--- config.mk ---
export PLATFORM = sky130hd
export DESIGN_NAME = lpwm_timer
export DESIGN_NICKNAME = d
export VERILOG_FILES = /design/src/rtl/lpwm_pkg.sv /design/src/rtl/lpwm_shadow.sv /design/src/rtl/lpwm_regs.sv /design/src/rtl/lpwm_presc.sv /design/src/rtl/lpwm_core.sv /design/src/rtl/lpwm_timer.sv
export SDC_FILE = /design/constraint.sdc
export NUM_CORES = 1
export LEC_CHECK = 0
export BUFFER_PORTS_ARGS = -buffer_cell sky130_fd_sc_hd__buf_2
export CELL_PAD_IN_SITES_DETAIL_PLACEMENT = 0
export CELL_PAD_IN_SITES_GLOBAL_PLACEMENT = 2
export CORE_ASPECT_RATIO = 1.75
export CORE_UTILIZATION = 34
export CTS_CLUSTER_DIAMETER = 150
export CTS_CLUSTER_SIZE = 10
export DETAILED_ROUTE_END_ITERATION = 10
export PLACE_DENSITY_LB_ADDON = 0.1
export SLEW_MARGIN = 20
export SYNTH_ARGS = -nofsm -noshare
export SYNTH_HDL_FRONTEND = slang
export SYNTH_SLANG_ARGS = --single-unit
--- constraint.sdc ---
create_clock -name clk -period 2.9 [get_ports clk]
set_input_delay 0.145 -clock clk [delete_from_list [all_inputs] [get_ports clk]]
set_output_delay 0.145 -clock clk [all_outputs]
set_load 0.02 [all_outputs]
--- src/rtl/lpwm_pkg.sv ---
package lpwm_pkg;
  localparam int unsigned PRESC_W = 3;
  localparam int unsigned ADDR_CTRL   = 0;
  localparam int unsigned ADDR_CFG    = 1;
  localparam int unsigned ADDR_RELOAD = 2;
  localparam int unsigned ADDR_CMP    = 3;
  localparam int unsigned ADDR_STAT   = 4;
  localparam int unsigned ADDR_CLR    = 5;
  localparam int unsigned NUM_SHADOW  = 2;
  localparam int unsigned SH_RELOAD   = 0;
  localparam int unsigned SH_CMP      = 1;

  typedef struct packed {
    logic               pol;
    logic [PRESC_W-1:0] presc;
  } shape_t;
endpackage

--- src/rtl/lpwm_shadow.sv ---
module lpwm_shadow #(
  parameter int W   = 16,
  parameter int LAT = 3
) (
  input  logic         clk,
  input  logic         rst,
  input  logic         load,
  input  logic [W-1:0] din,
  output logic [W-1:0] value,
  output logic         fire,
  output logic         busy
);
  localparam int LW = $clog2(LAT + 1);

  logic [LW-1:0] wait_q;
  logic [W-1:0]  hold_q;

  assign fire = (wait_q == LW'(1)) && !load;
  assign busy = (wait_q != '0);

  always_ff @(posedge clk) begin
    if (rst) begin
      wait_q <= '0;
      hold_q <= '0;
      value  <= '0;
    end else if (load) begin
      wait_q <= LW'(LAT);
      hold_q <= din;
    end else if (busy) begin
      wait_q <= wait_q - LW'(1);
      if (fire) value <= hold_q;
    end
  end
endmodule

--- src/rtl/lpwm_regs.sv ---
module lpwm_regs
  import lpwm_pkg::*;
#(
  parameter int ADDR_W = 3,
  parameter int DATA_W = 32,
  parameter int CNT_W  = 16,
  parameter int WR_LAT = 3
) (
  input  logic              clk,
  input  logic              rst,
  input  logic              bus_wr,
  input  logic              bus_rd,
  input  logic [ADDR_W-1:0] bus_addr,
  input  logic [DATA_W-1:0] bus_wdata,
  output logic [DATA_W-1:0] bus_rdata,
  output logic              en,
  output logic              run,
  output shape_t            shape,
  output logic [CNT_W-1:0]  reload_val,
  output logic [CNT_W-1:0]  cmp_val,
  output logic [NUM_SHADOW-1:0] flags
);
  localparam int SHW = $bits(shape_t);

  logic wr_ctrl, wr_cfg, wr_clr;
  logic [NUM_SHADOW-1:0] sh_load, sh_fire, sh_busy;
  logic [CNT_W-1:0] sh_val [NUM_SHADOW];
  logic unused_wdata;

  assign unused_wdata = ^bus_wdata[DATA_W-1:CNT_W];

  assign wr_ctrl = bus_wr && (bus_addr == ADDR_W'(ADDR_CTRL));
  assign wr_cfg  = bus_wr && (bus_addr == ADDR_W'(ADDR_CFG));
  assign wr_clr  = bus_wr && (bus_addr == ADDR_W'(ADDR_CLR));
  assign sh_load[SH_RELOAD] = bus_wr && en && (bus_addr == ADDR_W'(ADDR_RELOAD));
  assign sh_load[SH_CMP]    = bus_wr && en && (bus_addr == ADDR_W'(ADDR_CMP));

  for (genvar i = 0; i < NUM_SHADOW; i++) begin : g_shadow
    lpwm_shadow #(.W(CNT_W), .LAT(WR_LAT)) u_shadow (
      .clk   (clk),
      .rst   (rst),
      .load  (sh_load[i]),
      .din   (bus_wdata[CNT_W-1:0]),
      .value (sh_val[i]),
      .fire  (sh_fire[i]),
      .busy  (sh_busy[i])
    );

    always_ff @(posedge clk) begin
      if (rst)
        flags[i] <= 1'b0;
      else
        flags[i] <= sh_fire[i] | (flags[i] & ~(wr_clr & bus_wdata[i]));
    end
  end

  assign reload_val = sh_val[SH_RELOAD];
  assign cmp_val    = sh_val[SH_CMP];

  always_ff @(posedge clk) begin
    if (rst) begin
      en  <= 1'b0;
      run <= 1'b0;
    end else if (wr_ctrl) begin
      en <= bus_wdata[0];
      if (!bus_wdata[0])
        run <= 1'b0;
      else if (bus_wdata[1] && en)
        run <= 1'b1;
    end
  end

  always_ff @(posedge clk) begin
    if (rst)
      shape <= '0;
    else if (wr_cfg && !en)
      shape <= shape_t'(bus_wdata[SHW-1:0]);
  end

  always_ff @(posedge clk) begin
    if (rst) begin
      bus_rdata <= '0;
    end else begin
      bus_rdata <= '0;
      if (bus_rd) begin
        case (bus_addr)
          ADDR_W'(ADDR_CTRL):   bus_rdata <= DATA_W'({run, en});
          ADDR_W'(ADDR_CFG):    bus_rdata <= DATA_W'(shape);
          ADDR_W'(ADDR_RELOAD): bus_rdata <= DATA_W'(reload_val);
          ADDR_W'(ADDR_CMP):    bus_rdata <= DATA_W'(cmp_val);
          ADDR_W'(ADDR_STAT):   bus_rdata <= DATA_W'(flags);
          default:              bus_rdata <= '0;
        endcase
      end
    end
  end

  logic unused_busy;
  assign unused_busy = ^sh_busy;
endmodule

--- src/rtl/lpwm_presc.sv ---
module lpwm_presc
  import lpwm_pkg::*;
(
  input  logic               clk,
  input  logic               rst,
  input  logic               run,
  input  logic [PRESC_W-1:0] presc,
  output logic               tick
);
  localparam int DIV_W = (1 << PRESC_W) - 1;

  logic [DIV_W-1:0] div_q;
  logic [DIV_W-1:0] limit;

  assign limit = {DIV_W{1'b1}} >> (DIV_W - int'(presc));
  assign tick  = run && (div_q == limit);

  always_ff @(posedge clk) begin
    if (rst || !run)
      div_q <= '0;
    else if (tick)
      div_q <= '0;
    else
      div_q <= div_q + DIV_W'(1);
  end
endmodule

--- src/rtl/lpwm_core.sv ---
module lpwm_core #(
  parameter int CNT_W = 16
) (
  input  logic             clk,
  input  logic             rst,
  input  logic             en,
  input  logic             run,
  input  logic             tick,
  input  logic             pol,
  input  logic [CNT_W-1:0] reload_val,
  input  logic [CNT_W-1:0] cmp_val,
  output logic [CNT_W-1:0] cnt,
  output logic             wave
);
  always_ff @(posedge clk) begin
    if (rst || !run)
      cnt <= '0;
    else if (tick)
      cnt <= (cnt >= reload_val) ? '0 : cnt + CNT_W'(1);
  end

  always_ff @(posedge clk) begin
    if (rst)
      wave <= 1'b0;
    else if (!en)
      wave <= pol;
    else
      wave <= (cnt > cmp_val) ^ pol;
  end
endmodule

--- src/rtl/lpwm_timer.sv ---
module lpwm_timer
  import lpwm_pkg::*;
#(
  parameter int ADDR_W = 3,
  parameter int DATA_W = 32,
  parameter int CNT_W  = 16,
  parameter int WR_LAT = 3
) (
  input  logic              clk,
  input  logic              rst,
  input  logic              bus_wr,
  input  logic              bus_rd,
  input  logic [ADDR_W-1:0] bus_addr,
  input  logic [DATA_W-1:0] bus_wdata,
  output logic [DATA_W-1:0] bus_rdata,
  output logic              pwm_out
);
  logic en, run, tick;
  shape_t shape;
  logic [CNT_W-1:0] reload_val, cmp_val, cnt;
  logic [NUM_SHADOW-1:0] flags;

  lpwm_regs #(
    .ADDR_W(ADDR_W), .DATA_W(DATA_W), .CNT_W(CNT_W), .WR_LAT(WR_LAT)
  ) u_regs (
    .clk        (clk),
    .rst        (rst),
    .bus_wr     (bus_wr),
    .bus_rd     (bus_rd),
    .bus_addr   (bus_addr),
    .bus_wdata  (bus_wdata),
    .bus_rdata  (bus_rdata),
    .en         (en),
    .run        (run),
    .shape      (shape),
    .reload_val (reload_val),
    .cmp_val    (cmp_val),
    .flags      (flags)
  );

  lpwm_presc u_presc (
    .clk   (clk),
    .rst   (rst),
    .run   (run),
    .presc (shape.presc),
    .tick  (tick)
  );

  lpwm_core #(.CNT_W(CNT_W)) u_core (
    .clk        (clk),
    .rst        (rst),
    .en         (en),
    .run        (run),
    .tick       (tick),
    .pol        (shape.pol),
    .reload_val (reload_val),
    .cmp_val    (cmp_val),
    .cnt        (cnt),
    .wave       (pwm_out)
  );
endmodule

; ---- After elaboration in Yosys (flattened, before gate mapping)
; Cells that the tools add are included.
[op_classes]
n_addsub = 5
n_mux = 9
n_shift = 1
reduce_logical = 26
bitwise_logic = 12
magnitude_cmp = 2
n_eq_ne = 9
[op_table]
columns = cell, n
row1 = $pmux W16 S5, 1
row2 = $shr A7 B32 Y7 const A, 1
row3 = $add A16 B1 Y16 const B, 1
row4 = $ge A16 B16 Y1, 1
row5 = $gt A16 B16 Y1, 1
row6 = $mux W16, 1
row7 = $logic_and A1 B1 Y1, 11
row8 = $mux W2, 4
row9 = $reduce_bool A2 Y1, 4
row10 = $add A7 B1 Y7 const B, 1
row11 = $eq A7 B7 Y1, 1
row12 = $eq A3 B2 Y1 const B, 2
row13 = $eq A3 B3 Y1 const B, 2
row14 = $reduce_and A3 Y1, 2
row15 = $not A1 Y1, 5
row16 = $and A1 B1 Y1, 4
row17 = $eq A2 B1 Y1 const B, 2
row18 = $logic_not A1 Y1, 4
row19 = $reduce_or A2 Y1, 2
row20 = $sub A2 B1 Y2 const B, 2
row21 = $sub A3 B3 Y4 const A, 1
row22 = $eq A3 B1 Y1 const B, 1
row23 = $logic_not A3 Y1, 1
row24 = $mux W1, 3
row25 = 5 further kinds, 6
[totals]
elab_cells = 80
out_inout_bits = 33
input_bits = 39
ff_bits = 132

; ---- Depth between registers and ports, before layout
[depth]
word_depth = 6
mapped_depth = 10
depth_no_buf = 8

; ---- Modules after synthesis
; Synthesis repeated with hierarchy kept, for this count alone.
[hier_totals]
hier_cells = 655
area_unflattened_um2 = 5720.5
[modules_own_cells]
columns = module, cells_per_inst, seq_area_each_um2, n_inst, area_each_um2
row1 = lpwm_shadow, 136, 680.7, 2, 1255.0
row2 = lpwm_core, 192, 340.3, 1, 1539.0
row3 = lpwm_regs, 132, 480.5, 1, 1196.1
row4 = lpwm_presc, 59, 140.1, 1, 475.5

; ---- Least setup slack after synthesis
; OpenSTA, ideal clock, no wires.
[synth_timing]
path_type = reg2reg
start = reg u_regs.g_shadow[0].u_shadow.value[6]
end = reg u_core.cnt[10]
arrival_ns = 1.859
required_time_ns = 2.766
period_less_slack_ns = 1.993
stages_incl_launch_ff = 9
path_buffers = 1
setup_ns = 0.134
slack_ns = 0.907
cell_sequence = dfxtp_1 > inv_1 > ha_1 > a21o_1 > a21oi_1 > a211o_1 > o221ai_1 > clkbuf_1 > a22oi_1
[synth_via]
elab_chain_len = 2
[synth_rtl]
columns = element, line_no
row1 = "start, declared", lpwm_shadow.sv:9  ; output logic [W-1:0] value,
row2 = "start signal, assigned", lpwm_shadow.sv:31  ; if (fire) value <= hold_q;
row3 = $ge A16 B16 Y1, lpwm_core.sv:19  ; cnt <= (cnt >= reload_val) ? '0 : cnt + CNT_W'(1);
row4 = $mux W16, lpwm_core.sv:19
row5 = "end signal, assigned", lpwm_core.sv:19
row6 = "end, declared", lpwm_core.sv:12  ; output logic [CNT_W-1:0] cnt,
; Every way passes these cells.
; A chain may end at the register's enable or synchronous reset.

; ---- Worst setup path in the final report
[layout_timing]
start = reg u_regs.g_shadow[1].u_shadow.value[1]
end = reg u_core.wave
[layout_via]
elab_chain_len = 3
[layout_rtl]
columns = element, line_no
row1 = "start, declared", lpwm_shadow.sv:9
row2 = "start signal, assigned", lpwm_shadow.sv:31
row3 = $gt A16 B16 Y1, lpwm_core.sv:28  ; wave <= (cnt > cmp_val) ^ pol;
row4 = $xor A1 B1 Y1, lpwm_core.sv:28
row5 = $mux W1, lpwm_core.sv:25  ; else if (!en)
row6 = "end signal, assigned", lpwm_core.sv:26  ; wave <= pol;
row7 = "end signal, assigned", lpwm_core.sv:28
row8 = "end, declared", lpwm_core.sv:13  ; output logic wave
; Every way passes these cells.

==> impl_results.md <==
- Status: complete, no violations
- Die height: around 170 µm
- Async set-or-reset flop fraction in the synthesized netlist: 0
- Routed len/inst: 15.70 µm
- Max_slew headroom: 0.5114
- Crit path kind: flop to flop
- GRT Resource Usage Total: 0.1873
- Clk root buf: clkbuf_16
- N_diodes: 0
- Yosys reg bits: around 120
- Maximum fanout along the worst path: 3
- Final min period: between 2 and 2.5 ns
- Worst slew pin tran: about 0.73 ns
- Die ar.: roughly 17000 µm²
- Post-Synthesis Cells: a little under 700
- Internal Power: approximately 3.3 mW
- Switch Pwr: around 1.1 mW
- CP arrival: roughly 2.6 ns
- Buffers added on ports: 39
- Starting density of the core: 0.3488
- Die Width: just under 100 µm
- Clk_lat worst skew: ~0.41 ns
- Largest net degree at the start of global routing: between 60 and 70
- CORE AREA: around 16000 µm²
- GPL Wtd Cong: ~0.79
- Worst setup SP type: flop
- Seq pwr share: 0.384
- Vias: ~4700
- Detail Placement HPWL: 10260 µm
- # DRC: 0
- Gates resized, CTS repair: 0
- Synthesis-to-layout area growth: 18.73%
- Commonest non-fill, non-tap cell in the layout: nand2_1
- Most frequent cells in the layout: nand2_1 (150), dfxtp_1 (116), a21oi_1 (87), inv_1 (41), buf_2 (39)
- H-Tree Depth: 4
- First-pass GRT wire length: 24230 µm
- Placement Rows: 61
- Total Routed Length: between 10000 and 15000 µm
- CTS Buffer Depth: 2
- Clock buffer count from CTS: 17
- RSZ-0062 raised after global routing: no
- Syn Area/Cell: 8.135 µm²
- Ports: 72
- NumNets Final: 804
- CTS Sinks: between 100 and 150
- Grt ovf: 0
- Number of synthesized flops with an enable pin: 0
- Final Hold Vio Count: 0
- Hold Path Class: primary input to flop
- Count of TritonRoute iterations in the first routing pass: 4
- 1st-iter DRT viols: approximately 180
- Final Util: 0.4142
- Max Freq: approximately 440 MHz
- PD cells: 652.1 nW/µm²
- Leak: around 2.5 nW
- CTS tree: yes
- Sequential area share after synthesis: 0.4174
- Final period util: 0.7857
- Final setup vio count: 0
- Vias per cell: slightly above 5
- Clock Power Share: 0.532
- Clk slew on worst S/H paths: approximately 0.060 ns
- Post-Syn Area: 5564 µm²
- Power, Total: roughly 4.3 mW
- Max Slew Vio Count: 0
- Net Sw Frac: 0.2439
- Share of cells above drive strength 1: 0.1230
- Setup TNS: 0 ns
- Ys flop type: dfxtp_1
- Worst setup EP type: flop
- MaxCap Viol Count: 0
- Post-DRT Antenna Nets: 0
- Vias in the first global route: between 4000 and 5000
- Max IR drop VDD: ~0.35 mV
- Yosys warning total: 0
- Post-synth cell types: 54
- Post-Route Skew: ~0.0095 ns
- Critical path data required time: 3.20 ns
- Initial antenna violation count: 0
- Part of the power in combinational logic: 0.084
-- synthesized netlist by cell type, types with 11 or more instances --
library cell	n	area share
nand2_1	150	0.10
dfxtp_1	116	0.42
a21oi_1	87	0.078
inv_1	41	0.028
ha_1	38	0.085
nor2_1	36	0.024
o21ai_0	21	0.019
clkbuf_1	20	0.013
buf_4	19	0.026
mux2i_1	19	0.034
a22oi_1	17	0.023
or3_1	12	0.013
nand4_1	11	0.012
-- critical path, cell delays in order, from the launching register on --
cell,delay [ns]
dfxtp_1,0.37
inv_1,0.06
ha_1,0.28
nor2b_1,0.13
o211ai_1,0.10
a2111oi_0,0.41
a211oi_1,0.10
a21oi_1,0.34
mux2_2,0.38
-- routing by layer --
metal | global-route usage | up-vias | wire length, µm
met5 | 0 | - | 0
met4 | 0.06944 | 0 | 241
met3 | 0.03291 | 20 | 316
met2 | 0.3396 | 73 | 7436
met1 | 0.2189 | 2240 | 6591
li1 | - | 2376 | -
-- power groups by stage --
stage | Combinational (mW) | Sequential, mW | Clock [mW]
finish | 0.361 | 1.65 | 2.29
global route | 0.413 | 1.65 | 2.42
CTS | 0.366 | 1.65 | 2.35
detailed placement | 0.352 | 1.69 | 0
global placement | 0.338 | 1.68 | 0
floorplan | 0.280 | 1.68 | 0
-- repair_timing --
| item | 4_1_cts | 5_1_grt |
|---|---|---|
| endpoints found under the setup margin | 0 | 0 |
| hold endpoints to repair | 24 | 0 |
| setup buffers | 0 | 0 |
| hold buffers | 12 | 0 |
-- state kept, by name (all words and copies together), names as in the netlist --
signal and flops:
u_regs.flags 2, u_regs.g_shadow.u_shadow.value 32, u_regs.en 1, u_regs.g_shadow.u_shadow.hold_q 32, u_core.cnt 16, u_presc.div_q 7, u_regs.run 1, u_core.wave 1
u_regs.shape 4, u_regs.bus_rdata 16, u_regs.g_shadow.u_shadow.wait_q 4
-- per-stage QoR --
stage               instances  hold slack [ns]  instance area, µm²  worst slack, ns
finish                    929          0.03223                6606           0.6216
global route              929          0.02842                6606           0.4210
CTS                       929         0.006103                6606           0.6056
detailed placement        885           0.4028                5839           0.6210
global placement          885           0.3957                5839           0.6597
floorplan                 699           0.2810                5620           0.9069
-- final cells by class --
class	count	area [µm²]
fill	1646	9345
multi-input combinational	492	2872
sequential	116	2322
clock buffer	19	452.9
timing repair buffer	59	375.4
tap	189	236.5
clock inverter	13	193.9
inverter	41	153.9
-- cells by family (layout without fill, tap and decap cells) --
group / count (synthesis) / in the layout / synth area share
other: 1 / 16 / 0.0006740
AO/OA/AOI/OAI: 147 / 147 / 0.1520
AND/OR/NAND/NOR: 259 / 259 / 0.2109
flip-flops: 116 / 116 / 0.4174
XOR/XNOR: 10 / 10 / 0.01574
buffers and inverters: 91 / 132 / 0.07758
adder cells (fa/ha/maj): 38 / 38 / 0.08545
multiplexers: 22 / 22 / 0.04025
-- path summary, 6_finish.rpt --
kind / from / endpoint / slack (ns) / cells after the start
min: bus_rd / u_regs.bus_rdata[0]$_SDFF_PP0_ / 0.03 / 3
min reg2reg: u_regs.g_shadow[1].u_shadow.hold_q[5]$_SDFFE_PP0P_ / u_regs.g_shadow[1].u_shadow.value[5]$_SDFFE_PP0P_ / 0.45 / 2
max reg2reg: u_regs.g_shadow[1].u_shadow.value[1]$_SDFFE_PP0P_ / u_core.wave$_SDFF_PP0_ / 0.62 / 8
max: u_regs.g_shadow[1].u_shadow.value[1]$_SDFFE_PP0P_ / u_core.wave$_SDFF_PP0_ / 0.62 / 8
No activity file was read; power rests on OpenSTA's default activity.
